File: src/rtl/vls_pkg.sv
package vls_pkg;
  localparam int CTRL_W       = 4;
  localparam int CTRL_IRQ_CLR = 0;
  localparam int CTRL_ACCESS  = 1;
  localparam int CTRL_SYNC    = 2;
  localparam int CTRL_CNT_RST = 3;
endpackage

File: src/rtl/vls_column_counter.sv
module vls_column_counter #(
  parameter int COL_W = 9,
  parameter int SLOTS = 400
) (
  input  logic             clk,
  input  logic             rst,
  input  logic             freeze,
  input  logic             clear,
  output logic [COL_W-1:0] col,
  output logic             phase,
  output logic             fetch_done
);
  localparam logic [COL_W-1:0] LAST = COL_W'(SLOTS - 1);

  always_ff @(posedge clk) begin
    if (rst || clear) begin
      col   <= '0;
      phase <= 1'b0;
    end else if (!freeze) begin
      phase <= ~phase;
      if (phase) col <= (col == LAST) ? '0 : col + COL_W'(1);
    end
  end

  // end of a slot: the word addressed in this slot is on the RAM output
  assign fetch_done = phase & ~freeze & ~clear;
endmodule

File: src/rtl/vls_pixel_pair.sv
module vls_pixel_pair #(
  parameter int PIX_W   = 8,
  parameter int COL_W   = 9,
  parameter int VISIBLE = 320
) (
  input  logic               clk,
  input  logic               rst,
  input  logic               load,
  input  logic               phase,
  input  logic [COL_W-1:0]   col,
  input  logic [2*PIX_W-1:0] rdata,
  output logic [PIX_W-1:0]   pix_out
);
  logic [PIX_W-1:0] first_q, second_q;
  logic             vis_q;

  always_ff @(posedge clk) begin
    if (rst) begin
      first_q  <= '0;
      second_q <= '0;
      vis_q    <= 1'b0;
    end else if (load) begin
      first_q  <= rdata[PIX_W-1:0];
      second_q <= rdata[2*PIX_W-1:PIX_W];
      vis_q    <= (col < COL_W'(VISIBLE));
    end
  end

  assign pix_out = !vis_q ? '0 : (phase ? second_q : first_q);
endmodule

File: src/rtl/vls_irq_gen.sv
module vls_irq_gen #(
  parameter int COL_W = 9
) (
  input  logic             clk,
  input  logic             rst,
  input  logic             freeze,
  input  logic             phase,
  input  logic [COL_W-1:0] col,
  input  logic [COL_W-1:0] cmp,
  input  logic             clr,
  output logic             irq
);
  logic hit;
  assign hit = !freeze && !phase && (col == cmp);

  always_ff @(posedge clk) begin
    if (rst)      irq <= 1'b0;
    else if (hit) irq <= 1'b1;
    else if (clr) irq <= 1'b0;
  end
endmodule

File: src/rtl/vls_scanner.sv
module vls_scanner
  import vls_pkg::*;
#(
  parameter int PIX_W   = 8,
  parameter int COL_W   = 9,
  parameter int LINE_W  = 9,
  parameter int SLOTS   = 400,
  parameter int VISIBLE = 320
) (
  input  logic                    clk,
  input  logic                    rst,
  input  logic                    ctrl_we,
  input  logic [CTRL_W-1:0]       ctrl_in,
  input  logic [COL_W-1:0]        irq_cmp,
  input  logic                    line_we,
  input  logic [LINE_W-1:0]       line_in,
  input  logic                    hcol_we,
  input  logic [COL_W-1:0]        hcol_in,
  input  logic                    host_wen,
  input  logic [2*PIX_W-1:0]      host_wdata,
  output logic [LINE_W+COL_W-1:0] ram_addr,
  output logic [2*PIX_W-1:0]      ram_wdata,
  output logic                    ram_we,
  input  logic [2*PIX_W-1:0]      ram_rdata,
  output logic [PIX_W-1:0]        pix_out,
  output logic                    hsync,
  output logic                    irq
);
  logic              access_q;
  logic [LINE_W-1:0] line_q;
  logic [COL_W-1:0]  hcol_q;
  logic [COL_W-1:0]  col;
  logic              phase, fetch_done;
  logic              cnt_clr, irq_clr;

  assign cnt_clr = ctrl_we & ctrl_in[CTRL_CNT_RST];
  assign irq_clr = ctrl_we & ctrl_in[CTRL_IRQ_CLR];

  always_ff @(posedge clk) begin
    if (rst) begin
      access_q <= 1'b0;
      hsync    <= 1'b0;
      line_q   <= '0;
      hcol_q   <= '0;
    end else begin
      if (ctrl_we) begin
        access_q <= ctrl_in[CTRL_ACCESS];
        hsync    <= ctrl_in[CTRL_SYNC];
      end
      if (line_we) line_q <= line_in;
      if (hcol_we) hcol_q <= hcol_in;
    end
  end

  vls_column_counter #(.COL_W(COL_W), .SLOTS(SLOTS)) u_cnt (
    .clk(clk), .rst(rst), .freeze(access_q), .clear(cnt_clr),
    .col(col), .phase(phase), .fetch_done(fetch_done)
  );

  vls_pixel_pair #(.PIX_W(PIX_W), .COL_W(COL_W), .VISIBLE(VISIBLE)) u_pair (
    .clk(clk), .rst(rst), .load(fetch_done), .phase(phase), .col(col),
    .rdata(ram_rdata), .pix_out(pix_out)
  );

  vls_irq_gen #(.COL_W(COL_W)) u_irq (
    .clk(clk), .rst(rst), .freeze(access_q), .phase(phase), .col(col),
    .cmp(irq_cmp), .clr(irq_clr), .irq(irq)
  );

  // host registers act as transparent latches inside the access window
  logic [LINE_W-1:0] line_eff;
  logic [COL_W-1:0]  hcol_eff;
  assign line_eff = line_we ? line_in : line_q;
  assign hcol_eff = hcol_we ? hcol_in : hcol_q;

  assign ram_addr  = access_q ? {line_eff, hcol_eff} : {line_q, col};
  assign ram_wdata = host_wdata;
  assign ram_we    = access_q & host_wen;
endmodule

File: config.mk
export PLATFORM = sky130hd
export DESIGN_NAME = vls_scanner
export DESIGN_NICKNAME = d
export VERILOG_FILES = /design/src/rtl/vls_pkg.sv /design/src/rtl/vls_column_counter.sv /design/src/rtl/vls_pixel_pair.sv /design/src/rtl/vls_irq_gen.sv /design/src/rtl/vls_scanner.sv
export SDC_FILE = /design/constraint.sdc
export NUM_CORES = 1
export LEC_CHECK = 0
export BUFFER_PORTS_ARGS = -buffer_cell sky130_fd_sc_hd__buf_2
export CORE_AREA = 2 2 79 81
export CTS_BUF_LIST = sky130_fd_sc_hd__clkbuf_2
export DETAILED_ROUTE_END_ITERATION = 10
export DIE_AREA = 0 0 81 83
export GPL_TIMING_DRIVEN = 0
export MAX_ROUTING_LAYER = met4
export PLACE_DENSITY = 0.76
export REMOVE_ABC_BUFFERS = 1
export SLEW_MARGIN = 5
export SYNTH_ARGS = -nofsm -noshare
export SYNTH_HDL_FRONTEND = slang
export SYNTH_HIERARCHICAL = 1
export SYNTH_SLANG_ARGS = --single-unit
File: constraint.sdc
create_clock -name clk -period 1.4 [get_ports clk]
set_input_delay 0.14 -clock clk [delete_from_list [all_inputs] [get_ports clk]]
set_output_delay 0.14 -clock clk [all_outputs]
set_load 0.02 [all_outputs]
==> flow_summary_export.csv, run 1 <==
group,metric,value,unit
placement,dp_slack,-0.947,ns
clocking,cts_sinks,48,
clocking,clkLatencyLatePin,0.41,ns
floorplan,core,5820,um^2
power_and_ir_drop,p_sw,0.814,mW
yosys,synth_top_area_share,39.5,%
yosys,synth_seq_cells,48,
power_and_ir_drop,power_leakage,1.53,nW
setup_path,crit_fanout,5,
sta,max_freq,631,MHz
floorplan,die_w,81,um
yosys,netlist_area,2430,um^2
setup_path,rrSetupSlack,-0.18,ns
setup_path,end_kind,"primary output",
detailed_routing,dr_total_vias,2266,
setup_path,worstRegToRegCells,4,
global_route,grt_usage,20.4,%
detailed_routing,drtPass1Iterations,4,
detailed_routing,drc,0,
yosys,synthArstFlopShare,0,%
run,maxCapViolCount,0,
setup_path,critical_path_class,"flip-flop to primary output",
placement,place_area,2740,um^2
layout,drive_gt1_share,36.6,%
floorplan,start_util,41.9,%
layout,final_common_cell,"buf_2",
power_and_ir_drop,internal_power,2.11,mW
floorplan,dieArea,6720,um^2
setup_path,crit_start,"access_q",
layout,final_nets,441,
clocking,cts_made_buffers,5,
placement,dp.final_hpwl,3.79,mm
outcome,outcome,"finished with violations",
global_route,grt_antenna_before_repair,0,
floorplan,die_y,83,um
global_route,overflow,0,
placement,dp_cells,387,
layout,layout_common_cells,"60 x buf_2, 48 x nor2_1, 43 x mux2i_1, 41 x dfxtp_1, 37 x dlygate4sd3_1",
sta,period_minus_slack,1.59,ns
layout,areaGrowthSynthToFinish,43.7,%
floorplan,row_count,28,
yosys,ys_warn_count,6,
sta,finalCritPeriodShare,113,%
power_and_ir_drop,swShare,27.9,%
detailed_routing,viasPerCell,5.07,
yosys,synth_edf_count,0,
yosys,ys_top_cells_by_area,"dfxtp_1 39%, mux2i_1 18%, nor2_1 7.9%",
setup_path,r2r_start,"access_q",
yosys,synth_cell_types,34,
yosys,syn-instance-count,258,
global_route,grt_max_degree,41,
setup_path,reg2reg_to,"u_cnt/col[8]",
yosys,synth-main-ff-cell,"dfxtp_1",
power_and_ir_drop,combPwrFrac,23.6,%
power_and_ir_drop,finalPower,2.92,mW
sta,rsz0062_at_grt,"yes",
power_and_ir_drop,clkPwrFrac,25.8,%
layout,antenna_cells,0,
sta,skew,0.0238,ns
sta,hold_violations,0,
sta,relSlewSlack,50.0,%
power_and_ir_drop,p_per_area,835,nW/um^2
global_route,grt_pass1_wl,10.6,mm
layout,final_cells,447,
detailed_routing,drtAntennaViolNets,0,
sta,slew_violations,0,
clocking,clk_pin_slew,0.26,ns
yosys,syn_area_per_cell,9.44,um^2
clocking,htree_levels,2,
placement,place.port_buffers,81,
layout,stdcell_area,3500,um^2
placement,routabilityCongestion,0.727,
power_and_ir_drop,power_frac_seq,50.6,%
worst_hold_path,min_path_type,"input pin to flip-flop",
global_route,grt_pass1_vias,2338,
detailed_routing,first_iter_violations,76,
setup_path,worst-endpoint-arrival,1.45,ns
power_and_ir_drop,vdd_drop_max,0.000507,V
detailed_routing,totalWireLength,6.60,mm
setup_path,endpoint,"ram_addr[16]",
clocking,cts-root-buf,"clkbuf_2",
sta,setup_violations,52,
setup_path,critPathRequiredTime,1.26,ns
yosys,ys_seq_area_share,39.5,%
layout,fillers,507,
clocking,cts_tree,"done",
sta,worst_pin_slew,0.750,ns
clocking,clock_path_buffers,2,
outcome,violations,"negative setup slack",
yosys,post-synth-top-area-cell,"dfxtp_1",
sta,fin_ws,-0.185,ns
worst_hold_path,hold_start,"irq_cmp[8]",
setup_path,start_kind,"flip-flop",
floorplan,boundaryPins,114,
detailed_routing,wl_per_cell,14.8,um
-- synthesized netlist by cell type, types with 3 or more instances --
cell      n
nor2_1   51
dfxtp_1  48
mux2i_1  44
buf_4    18
a21oi_1  16
mux2_2    9
nor2b_1   8
xnor2_1   8
buf_2     4
inv_1     4
nand4_1   4
o21ai_0   4
and2_1    3
buf_6     3
nand2_1   3
nand3_1   3
o31ai_1   3
or3_1     3
or4_1     3
xor2_1    3
-- timing repair --
action	4_1_cts	5_1_grt
setup buffers	13	1
hold endpoints to repair	36	0
pin swaps	6	0
cloned	1	0
resized for setup	55	15
hold buffers	37	0
setup endpoints to repair	55	54
-- critical path, stage by stage, from the launching register on --
cell and delay, ns:
dfxtp_4 0.45, nand2_4 0.09, mux2_2 0.36, buf_6 0.14
-- worst min-delay path by stage --
stage                        end  slack (ns)  depth (start not counted)
floorplan               access_q        0.21                          1
global placement    ram_wdata[0]        0.28                          0
detailed placement  ram_wdata[0]        0.28                          0
CTS                    u_irq/irq        0.03                          4
global route           u_irq/irq        0.04                          4
finish                 u_irq/irq        0.08                          4
-- area by class of cell --
cell class                      count  area [um^2]  area share [%]
Clock inverter                      3         42.5            1.22
Multi-Input combinational cell    179         1330            38.0
Inverter                            4         15.0           0.429
Clock buffer                        5         25.0           0.715
Tap cell                           75         93.8            2.68
Sequential cell                    48          985            28.1
Timing Repair Buffer              133         1010            28.8
-- stage by stage --
step / util, % / TNS [ns] / hold WS (ns)
final: 60.2 / -5.45 / 0.0757
after global routing: 60.2 / -10.27 / 0.0390
after CTS: 59.2 / -6.05 / 0.0320
after detailed placement: 47.0 / -23.58 / 0.280
after global placement: 46.7 / -39.17 / 0.280
after floorplan: - / -19.46 / 0.212
-- power groups by stage --
stage | logic, mW | clock network [mW] | registers (mW)
2_1_floorplan | 0.278 | 0 | 1.51
3_3_place_gp | 0.448 | 0 | 1.52
3_5_place_dp | 0.462 | 0 | 1.53
4_1_cts | 0.666 | 0.785 | 1.48
5_1_grt | 0.747 | 0.829 | 1.49
6_report | 0.689 | 0.753 | 1.48
-- registers in the layout, summed over array words and instances, names as in the netlist --
signal and flops:
u_pair/second_q 8, hsync 1, u_cnt/col 9, u_pair/first_q 8, line_q 9, u_cnt/phase 1
access_q 1, hcol_q 9, u_irq/irq 1, u_pair/vis_q 1
-- cell families (layout without fill, tap and decap cells) --
family | Yosys count | after routing | share of synthesized area, %
flip-flops | 48 | 48 | 39.5
multiplexers | 53 | 53 | 22.3
adder cells (fa/ha/maj) | 1 | 1 | 0.514
XOR/XNOR | 11 | 11 | 3.96
AND/OR/NAND/NOR | 86 | 87 | 17.3
buffers and inverters | 32 | 145 | 9.51
AO/OA/AOI/OAI | 27 | 27 | 6.99
-- metal layers --
metal	up-vias	track usage (%)	routed length, um
li1	1102	-	-
met4	0	4.01	44
met5	-	-	0
met1	1081	22.5	2700
met2	79	35.5	3410
met3	4	6.63	445
(Power assumes the default switching activity.)
==> run 2, diff against run 1 <==
Settings changed: CORE_AREA 2 2 79 81 to 2 2 110 59, DIE_AREA 0 0 81 83 to 0 0 112 61, REMOVE_ABC_BUFFERS 1 to default.
==> run 2 against run 1 <==
- the flow still finishes with violations (negative setup slack)
- global-route usage is 0.76 points higher
- critical path type is now flip-flop to flip-flop
- via count increased by 7.4%
- critical endpoint is now u_cnt/col[8]
- worst setup slack got worse by 0.027 ns
- combinational power increased by 25%
- highest routed layer unchanged
- first-iteration DRC count rose by 74%
- critical path depth up 1
==> flow_summary_export.csv, run 2 (synthesis gave the netlist of run 1 again) <==
group,metric,value,unit
floorplan,die_y,61,um
sta,setup_violations,52,
detailed_routing,totalWireLength,7.27,mm
detailed_routing,viasPerCell,4.94,
sta,period_minus_slack,1.61,ns
layout,final_cells,493,
power_and_ir_drop,vdd_drop_max,0.000442,V
global_route,overflow,0,
setup_path,crit_fanout,6,
setup_path,endpoint,"u_cnt/col[8]",
clocking,cts-root-buf,"clkbuf_2",
clocking,clk_pin_slew,0.24,ns
placement,dp.final_hpwl,4.58,mm
sta,max_freq,620,MHz
setup_path,start_kind,"flip-flop",
sta,worst_pin_slew,0.479,ns
detailed_routing,first_iter_violations,132,
run,maxCapViolCount,0,
setup_path,rrSetupSlack,-0.21,ns
sta,hold_violations,0,
layout,layout_common_cells,"77 x buf_2, 44 x mux2i_1, 40 x nor2_1, 40 x dfxtp_1, 39 x buf_4",
global_route,grt_pass1_wl,10.8,mm
setup_path,reg2reg_to,"u_cnt/col[8]",
detailed_routing,drtAntennaViolNets,0,
layout,final_nets,486,
power_and_ir_drop,power_leakage,1.76,nW
layout,finalCoreUtilization,66.6,%
sta,skew,0.0268,ns
placement,dp_slack,-0.200,ns
sta,rsz0062_at_grt,"yes",
layout,reg_top3,"hcol_q (9), line_q (9), u_cnt/col (9)",
sta,finalCritPeriodShare,115,%
clocking,clock_path_buffers,2,
sta,relSlewSlack,68.0,%
detailed_routing,wl_per_cell,14.7,um
floorplan,start_util,41.6,%
setup_path,crit_start,"u_cnt/col[4]",
floorplan,dieArea,6830,um^2
layout,final_common_cell,"buf_2",
detailed_routing,drtPass1Iterations,5,
outcome,outcome,"finished with violations",
placement,place.port_buffers,95,
global_route,grt_usage,21.1,%
layout,areaGrowthSynthToFinish,60.2,%
worst_hold_path,hold_start,"rst",
layout,seq_area,986,um^2
placement,routabilityCongestion,0.784,
floorplan,row_count,20,
detailed_routing,dr_total_vias,2433,
floorplan,boundaryPins,114,
setup_path,end_kind,"flip-flop",
yosys,syn-num-nets,328,
global_route,grt_pass1_vias,2288,
power_and_ir_drop,p_per_area,782,nW/um^2
clocking,clkLatencyLatePin,0.40,ns
clocking,cts_made_buffers,5,
floorplan,die_w,112,um
setup_path,worst-endpoint-arrival,1.91,ns
sta,fin_ws,-0.212,ns
setup_path,critical_path_class,"flip-flop to flip-flop",
sta,slew_violations,0,
worst_hold_path,min_path_type,"input pin to flip-flop",
clocking,htree_levels,2,
clocking,cts_sinks,48,
global_route,grt_max_degree,14,
global_route,grt_antenna_before_repair,1,
layout,fillers,454,
placement,dp_cells,430,
setup_path,r2r_start,"u_cnt/col[4]",
outcome,violations,"negative setup slack",
layout,drive_gt1_share,46.0,%
clocking,cts_tree,"done",
setup_path,critPathRequiredTime,1.70,ns
layout,multi_input_area,1380,um^2
floorplan,core,5860,um^2
setup_path,worstRegToRegCells,4,
detailed_routing,drc,0,
[run 2: layout make-up]
cell class | count | area share [%]
multi-input combinational | 179 | 35.3
sequential | 48 | 25.3
inverter | 4 | 0.385
clock inverter | 1 | 0.770
clock buffer | 5 | 0.641
timing repair buffer | 151 | 29.4
tap | 77 | 2.47
buffer | 27 | 5.68
antenna | 1 | 0.0641
[run 2: worst min path at each step]
stage | end | cells after the start | slack, ns
finish | u_irq/irq | 4 | 0.04
global route | access_q | 3 | 0.01
CTS | hcol_q[1] | 3 | 0.0006
detailed placement | u_pair/second_q[7] | 3 | 0.38
global placement | u_pair/second_q[2] | 3 | 0.37
floorplan | line_q[0] | 2 | 0.29
[run 2: worst max-delay path, stage by stage (launching register included)]
cell	delay, ns
dfxtp_4	0.40
or4b_4	0.57
o31ai_4	0.31
buf_6	0.18
a21oi_1	0.05
[run 2: layer usage]
metal / vias to the layer above / GRT usage (%) / part of all wire, %
li1: 1195 / - / -
met1: 1124 / 27.7 / 45
met2: 108 / 35.6 / 47
met3: 6 / 4.40 / 7.7
met4: 0 / 2.44 / 0.59
met5: - / - / 0
[run 2: metrics by stage]
step	setup TNS (ns)	power, mW	hold WS, ns	instance area [um^2]
detailed placement	-3.34	2.11	0.383	3010
global placement	-2.19	2.09	0.374	3010
global route	-10.66	3.20	0.0121	3900
finish	-6.44	3.05	0.0405	3900
CTS	-6.29	3.02	0.000602	3780
floorplan	0	1.91	0.287	2440
[run 2: what timing repair did]
action,4_1_cts,5_1_grt
hold endpoints to repair,34,2
setup endpoints to repair,53,54
gates resized for setup,60,28
buffers inserted,17,1
pin swaps,10,3
gates cloned,3,0
hold buffers,34,2
[run 2: power by group]
part           internal, mW  switching (mW)  leakage (nW)
combinational         0.479           0.384          1.33
sequential             1.43          0.0490         0.398
clock                 0.284           0.426        0.0349
